File: src/rtl/ctl_port_pkg.sv
package ctl_port_pkg;

  // Field positions inside a register-0 byte; the decode depends on them.
  localparam int PTR_LSB = 0;
  localparam int PTR_W   = 3;
  localparam int CMD_LSB = 3;
  localparam int CMD_W   = 3;
  localparam int RSC_LSB = 6;
  localparam int RSC_W   = 2;

  localparam int NUM_CMD = (1 << CMD_W) - 1;
  localparam int NUM_RSC = (1 << RSC_W) - 1;

  typedef enum logic [CMD_W-1:0] {
    CMD_NOP      = 3'd0,
    CMD_HIGH     = 3'd1,
    CMD_CLR_EXT  = 3'd2,
    CMD_ABORT    = 3'd3,
    CMD_RX_NEXT  = 3'd4,
    CMD_CLR_TXIP = 3'd5,
    CMD_CLR_ERR  = 3'd6,
    CMD_CLR_IUS  = 3'd7
  } cmd_code_e;

  typedef enum logic [RSC_W-1:0] {
    RSC_NOP    = 2'd0,
    RSC_RX_CRC = 2'd1,
    RSC_TX_CRC = 2'd2,
    RSC_TX_EOM = 2'd3
  } rsc_code_e;

  // Bits of the top write register that survive a read-back.
  localparam logic [7:0] TOP_READ_MASK = 8'hFA;

endpackage

File: src/rtl/ctl_cmd_decode.sv
module ctl_cmd_decode
  import ctl_port_pkg::*;
#(
  parameter int DW = 8
) (
  input  logic               clk,
  input  logic               rst,
  input  logic               fire,
  input  logic [DW-1:0]      byte_in,
  output logic [NUM_CMD-1:0] cmd_pulse,
  output logic [NUM_RSC-1:0] crc_pulse
);

  logic [CMD_W-1:0] cmd_f;
  logic [RSC_W-1:0] rsc_f;

  assign cmd_f = byte_in[CMD_LSB +: CMD_W];
  assign rsc_f = byte_in[RSC_LSB +: RSC_W];

  for (genvar k = 1; k <= NUM_CMD; k++) begin : g_cmd
    always_ff @(posedge clk) begin
      if (rst) cmd_pulse[k-1] <= 1'b0;
      else     cmd_pulse[k-1] <= fire && (cmd_f == CMD_W'(k));
    end
  end

  for (genvar j = 1; j <= NUM_RSC; j++) begin : g_rsc
    always_ff @(posedge clk) begin
      if (rst) crc_pulse[j-1] <= 1'b0;
      else     crc_pulse[j-1] <= fire && (rsc_f == RSC_W'(j));
    end
  end

endmodule

File: src/rtl/ctl_ptr_track.sv
module ctl_ptr_track
  import ctl_port_pkg::*;
#(
  parameter int NREG = 16,
  localparam int AW   = $clog2(NREG),
  localparam int HALF = NREG / 2
) (
  input  logic             clk,
  input  logic             rst,
  input  logic             wr_go,
  input  logic             rd_go,
  input  logic [CMD_W-1:0] cmd_f,
  input  logic [PTR_W-1:0] low_f,
  output logic [AW-1:0]    ptr
);

  logic at_base;
  logic [AW-1:0] base_next;

  assign at_base   = (ptr == '0);
  assign base_next = AW'(low_f) + ((cmd_f == CMD_HIGH) ? AW'(HALF) : '0);

  always_ff @(posedge clk) begin
    if (rst) begin
      ptr <= '0;
    end else if (wr_go) begin
      ptr <= at_base ? base_next : '0;
    end else if (rd_go) begin
      ptr <= '0;
    end
  end

endmodule

File: src/rtl/ctl_wreg_bank.sv
module ctl_wreg_bank #(
  parameter int NREG = 16,
  parameter int DW   = 8,
  localparam int AW  = $clog2(NREG)
) (
  input  logic               clk,
  input  logic               rst,
  input  logic               wr_go,
  input  logic [AW-1:0]      ptr,
  input  logic [DW-1:0]      wdata,
  output logic [NREG*DW-1:0] regs_flat
);

  for (genvar i = 0; i < NREG; i++) begin : g_reg
    logic [DW-1:0] q;
    always_ff @(posedge clk) begin
      if (rst)                            q <= '0;
      else if (wr_go && ptr == AW'(i))    q <= wdata;
    end
    assign regs_flat[i*DW +: DW] = q;
  end

endmodule

File: src/rtl/ctl_regfile_port.sv
module ctl_regfile_port
  import ctl_port_pkg::*;
#(
  parameter int NREG = 16,
  parameter int DW   = 8,
  localparam int AW  = $clog2(NREG)
) (
  input  logic                   clk,
  input  logic                   rst,
  input  logic                   ctl_wr,
  input  logic                   ctl_rd,
  input  logic [DW-1:0]          ctl_wdata,
  output logic [DW-1:0]          ctl_rdata,
  input  logic [(NREG-1)*DW-1:0] rr_in,
  output logic [NREG*DW-1:0]     wr_regs,
  output logic [NUM_CMD-1:0]     cmd_pulse,
  output logic [NUM_RSC-1:0]     crc_pulse
);

  logic [AW-1:0] ptr;
  logic          rd_go;
  logic          fire;
  logic [DW-1:0] rd_view [NREG];

  // Write wins when both strobes arrive together.
  assign rd_go = ctl_rd && !ctl_wr;
  assign fire  = ctl_wr && (ptr == '0);

  ctl_ptr_track #(.NREG(NREG)) u_ptr (
    .clk   (clk),
    .rst   (rst),
    .wr_go (ctl_wr),
    .rd_go (rd_go),
    .cmd_f (ctl_wdata[CMD_LSB +: CMD_W]),
    .low_f (ctl_wdata[PTR_LSB +: PTR_W]),
    .ptr   (ptr)
  );

  ctl_wreg_bank #(.NREG(NREG), .DW(DW)) u_bank (
    .clk       (clk),
    .rst       (rst),
    .wr_go     (ctl_wr),
    .ptr       (ptr),
    .wdata     (ctl_wdata),
    .regs_flat (wr_regs)
  );

  ctl_cmd_decode #(.DW(DW)) u_dec (
    .clk       (clk),
    .rst       (rst),
    .fire      (fire),
    .byte_in   (ctl_wdata),
    .cmd_pulse (cmd_pulse),
    .crc_pulse (crc_pulse)
  );

  for (genvar i = 0; i < NREG - 1; i++) begin : g_view
    assign rd_view[i] = rr_in[i*DW +: DW];
  end
  assign rd_view[NREG-1] = wr_regs[(NREG-1)*DW +: DW] & DW'(TOP_READ_MASK);

  always_ff @(posedge clk) begin
    if (rst)        ctl_rdata <= '0;
    else if (rd_go) ctl_rdata <= rd_view[ptr];
  end

endmodule

File: config.mk
export PLATFORM = sky130hd
export DESIGN_NAME = ctl_regfile_port
export DESIGN_NICKNAME = d
export VERILOG_FILES = /design/src/rtl/ctl_port_pkg.sv /design/src/rtl/ctl_cmd_decode.sv /design/src/rtl/ctl_ptr_track.sv /design/src/rtl/ctl_wreg_bank.sv /design/src/rtl/ctl_regfile_port.sv
export SDC_FILE = /design/constraint.sdc
export NUM_CORES = 1
export LEC_CHECK = 0
export BUFFER_PORTS_ARGS = -buffer_cell sky130_fd_sc_hd__buf_2
export CAP_MARGIN = 30
export CORE_MARGIN = 2
export CORE_UTILIZATION = 45
export DETAILED_ROUTE_END_ITERATION = 16
export GPL_ROUTABILITY_DRIVEN = 1
export GPL_TIMING_DRIVEN = 0
export HOLD_SLACK_MARGIN = 0.03
export PLACE_DENSITY = 0.74
export REMOVE_ABC_BUFFERS = 1
export SYNTH_ARGS = -nofsm -noshare
export SYNTH_HDL_FRONTEND = slang
export SYNTH_SLANG_ARGS = --single-unit
File: constraint.sdc
create_clock -name clk -period 4.2 [get_ports clk]
set_clock_uncertainty 0.2 [all_clocks]
set_input_delay 0.21 -clock clk [delete_from_list [all_inputs] [get_ports clk]]
set_output_delay 0.21 -clock clk [all_outputs]
set_load 0.02 [all_outputs]
Word-level counts from Yosys, hierarchy flattened
Index checks and enable logic that the tools add are counted.
{"block": "op_classes", "n_addsub": 1, "magnitude_cmp": 1, "n_eq_ne": 25, "mux": 7, "bitwise_logic": 1, "n_reduce_logical": 30}
{"operator": "$bmux W8 S4", "n": 1}
{"operator": "$eq A4 B4 Y1 const B", "n": 8}
{"operator": "$logic_and A1 B1 Y1", "n": 27}
{"operator": "$eq A4 B3 Y1 const B", "n": 4}
{"operator": "$mux W4", "n": 4}
{"operator": "$mux W8", "n": 2}
{"operator": "$eq A3 B3 Y1 const B", "n": 4}
{"operator": "$eq A4 B2 Y1 const B", "n": 2}
{"operator": "$eq A3 B2 Y1 const B", "n": 2}
{"operator": "$ge A5 B5 Y1 const B", "n": 1}
{"operator": "$not A4 Y5", "n": 1}
{"operator": "$add A3 B4 Y4", "n": 1}
{"operator": "$eq A2 B2 Y1 const B", "n": 2}
{"operator": "$eq A4 B1 Y1 const B", "n": 1}
{"operator": "$logic_not A4 Y1", "n": 1}
{"operator": "$eq A3 B1 Y1 const B", "n": 1}
{"operator": "$eq A2 B1 Y1 const B", "n": 1}
{"operator": "$reduce_bool A2 Y1", "n": 1}
{"operator": "$logic_not A1 Y1", "n": 1}
{"block": "word_totals", "reg_bits": 150, "elab_cells": 93}

Logic depth before layout (Yosys ltp)
{"block": "depth", "word_depth": 5, "depth_mapped": 7}

By module
Synthesis repeated with hierarchy kept, for this count alone.
{"block": "hier_totals", "hier_cells": 648, "hier_area_um2": 6926.6}
{"module": "ctl_wreg_bank", "n_inst": 1, "cells_each": 457, "area_each_um2": 5102.4, "seq_area_each_um2": 2562.5}
{"module": "ctl_regfile_port", "n_inst": 1, "cells_each": 153, "area_each_um2": 1341.3, "seq_area_each_um2": 160.2}
{"module": "ctl_cmd_decode", "n_inst": 1, "cells_each": 25, "area_each_um2": 314.1, "seq_area_each_um2": 200.2}
{"module": "ctl_ptr_track", "n_inst": 1, "cells_each": 13, "area_each_um2": 168.9, "seq_area_each_um2": 80.1}

Worst setup path before layout
OpenSTA, ideal clock, no wires.
{"block": "synth_timing", "path_type": "register to register", "start": "register u_ptr.ptr[1]", "end": "register ctl_rdata[1]", "setup_time_ns": 0.139, "arrival_time_ns": 1.473, "required_time_ns": 3.861, "setup_slack_ns": 2.388, "stages_incl_launch_ff": 8, "n_path_buf": 3, "period_less_slack_ns": 1.812, "path_cell_list": "dfxtp_1 buf_6 buf_6 buf_6 mux2i_1 nor3_1 a2111oi_0 a211oi_1"}
{"block": "synth_between", "elab_chain_cells": 4}
{"item": "start: declaration", "line": "ctl_ptr_track.sv:14", "source": "output logic [AW-1:0] ptr"}
{"item": "start signal: assignment", "line": "ctl_ptr_track.sv:27", "source": "ptr <= at_base ? base_next : '0;"}
{"item": "$not A4 Y5 (not written as such)", "line": "ctl_regfile_port.sv:64", "source": "else if (rd_go) ctl_rdata <= rd_view[ptr];"}
{"item": "$bmux W8 S4", "line": "ctl_regfile_port.sv:64"}
{"item": "$mux W8 (not written as such) (2 in series)", "line": "ctl_regfile_port.sv:64"}
{"item": "end signal: assignment", "line": "ctl_regfile_port.sv:64"}
{"item": "end: declaration", "line": "ctl_regfile_port.sv:13", "source": "output logic [DW-1:0] ctl_rdata,"}
Every way passes these cells. The select of a mux whose other input is x is not followed.
A chain may end at the register's enable or synchronous reset.

Final worst setup path
{"block": "layout_timing", "start": "register u_ptr.ptr[0]", "end": "register ctl_rdata[1]"}
The elaborated chain is that of the path after synthesis.

==> flow_summary.ini <==
[run_status]
status = complete, no violations

[power]
power_mw = 3.30
power.density_nw_per_um2 = 388
ir_drop_mv = 0.310
p_leak_nw = 3.70

[finish]
finalInstanceArea_um2 = 8510
finish.utilization = 0.608
syn_to_final_growth_pct = 31.0
drive_gt1_frac = 0.384
multiInputGateArea_um2 = 3210
fill_cells = 1249
seqCellArea_um2 = 3010
fin_nets = 1027
fin_cells = 1089

[sta]
tns_ps = 0
timing.hold.ws_ps = 48.5
relSlewSlack = 0.313
worst_slack_ps = 1210
drv_slew = 0
layout_min_cycle_time_ps = 2990
fmax_ghz = 0.335
period_share = 0.711
hold_viol_final = 0
worstMarginPinSlew_ps = 1030
rsz0062_at_grt = false
setup_viol = 0

[synthesis]
ys_warn_count = 0
synth_cell_types = 45
postSynthAreaPerCell_um2 = 9.94
syn_area_um2 = 6490
synthFlopType = dfxtp_1
synth_seq_area_share = 0.463
synth-edff-count = 0
syn-instance-count = 653
synthArstFlopShare = 0
synth_seq_cells = 150

[cts]
cts_num_sinks = 150
post_cts_buffers = 0
clock-root-buffer = clkbuf_16
cts_resized = 0
cts_made_buffers = 17
clockBufferDepth = 2
clk_pin_slew_ps = 60
ctsHoldBuffers = 0
clkLatencyLatePin_ps = 410
htreeDepth = 4
cts_tree = built

[floorplanning]
die_h_um = 124
std_cell_rows = 43
start_util = 0.464
fp.dieArea_um2 = 15400
dieWidth_um = 124
ioPinCount = 278
core_area_um2 = 14000

[global_route]
grt_pass1_vias = 5396
antenna_found_initial = 1
grt_first_pass_wirelength_um = 28600
grt_start_max_net_pins = 77
grt-ovfl-total = 0
grtUsageTotal = 0.248

[worst_hold_path]
hp-class = input port to register

[run]
max_cap_viol_count = 0

[routing]
drtAntennaViolNets = 0
drt_iter0_markers = 268
num_vias = 5670
drt-vias-per-instance = 5.21
wl_per_cell_um = 18.1
wl_um = 19700
drc_errors = 0
drt_pre_antenna_iters = 4

[critical_path]
cp.required_ps = 4260
worstPathMaxFanout = 19
worstPathArrival_ps = 3050
end_kind = register
crit_type = register to register
startpoint_type = register

[place]
dp_slack_ps = 1280
gp_congestion = 0.851
place_area_um2 = 7910
dp_cells = 1056
hpwl_um = 13800
port_buffers = 277
==> metal layers <==
layer / share of wire / vias to the layer above / track usage
met5: 0 / - / 0
met4: 0.022 / 0 / 0.0976
met3: 0.077 / 33 / 0.0769
met2: 0.49 / 215 / 0.423
met1: 0.41 / 2654 / 0.290
li1: - / 2768 / -
==> worst paths after layout <==
| kind | startpoint | end | slack, ps | cells past startpoint |
|---|---|---|---|---|
| hold reg to reg | u_bank.g_reg[1].q[6]$_SDFFE_PP0P_ | u_bank.g_reg[1].q[6]$_SDFFE_PP0P_ | 250 | 2 |
| setup reg to reg | u_ptr.ptr[0]$_SDFFE_PP0P_ | ctl_rdata[1]$_SDFFE_PP0P_ | 1210 | 4 |
| hold / removal | ctl_wdata[2] | u_bank.g_reg[12].q[2]$_SDFFE_PP0P_ | 50 | 3 |
| setup / recovery | u_ptr.ptr[0]$_SDFFE_PP0P_ | ctl_rdata[1]$_SDFFE_PP0P_ | 1210 | 4 |
==> power by group <==
group	total (mW)	internal, mW	switching [mW]
sequential	1.46	1.44	0.0187
combinational	0.319	0.135	0.184
clock	1.52	0.952	0.564
==> kinds of logic (layout without fill, tap and decap cells) <==
logic type             Yosys count  in the layout  synth area share
and+or+nand+nor                206            206             0.154
DFF                            150            150             0.463
muxes                          144            144             0.254
AOI/OAI and AO/OA               93             93            0.0862
buffers and inverters           60            315            0.0436
other                            0              1                 0
==> cells in the mapped netlist (all sizes together), types with 2 or more instances <==
cell type / instances / area share
dfxtp: 150 / 0.46
nor2: 126 / 0.088
mux2i: 124 / 0.19
nand2: 36 / 0.021
a21oi: 35 / 0.027
clkbuf: 35 / 0.020
buf: 23 / 0.022
o21ai: 22 / 0.017
mux4: 16 / 0.056
nand3: 10 / 0.0085
o22ai: 10 / 0.0096
nand2b: 8 / 0.0077
nor3: 8 / 0.0062
a211oi: 6 / 0.0069
a22oi: 6 / 0.0069
mux2: 4 / 0.0069
a2111oi: 3 / 0.0040
a22o: 3 / 0.0040
nand3b: 3 / 0.0060
nor2b: 3 / 0.0029
nor4: 3 / 0.0039
o221ai: 3 / 0.0040
or3: 3 / 0.0029
a211o: 2 / 0.0027
a311oi: 2 / 0.0027
==> flip-flops by register name (all words and copies together), names as in the netlist <==
name	cells
ctl_rdata	8
u_dec.crc_pulse	3
u_dec.cmd_pulse	7
u_bank.g.q	128
u_ptr.ptr	4
==> final cells by class <==
cell class                      count  share of cell area
Clock inverter                      7              0.0109
Antenna cell                        1            0.000294
Inverter                            2            0.000883
Tap cell                          180              0.0265
Clock buffer                       25              0.0594
Timing Repair Buffer              281               0.172
Sequential cell                   150               0.353
Multi-Input combinational cell    443               0.377
==> placed cells by master (no fill, tap or decap), drive strengths merged, types with 6 or more instances in the layout <==
cell    synthesis  final
clkbuf         35     25
nor3            8      8
nor2          126    126
nand2          36     36
o21ai          22     22
a211oi          6      6
buf            23    281
dfxtp         150    150
a21oi          35     35
mux2i         124    124
nand3          10     10
nand2b          8      8
mux4           16     16
a22oi           6      6
o22ai          10     10
==> worst max-delay path, stage by stage (launching register included) <==
cell and delay [ps]:
dfxtp_1 750, nand2b_1 880, o22ai_1 210, a2111oi_0 650
a211oi_1 140
(Power assumes the default switching activity.)
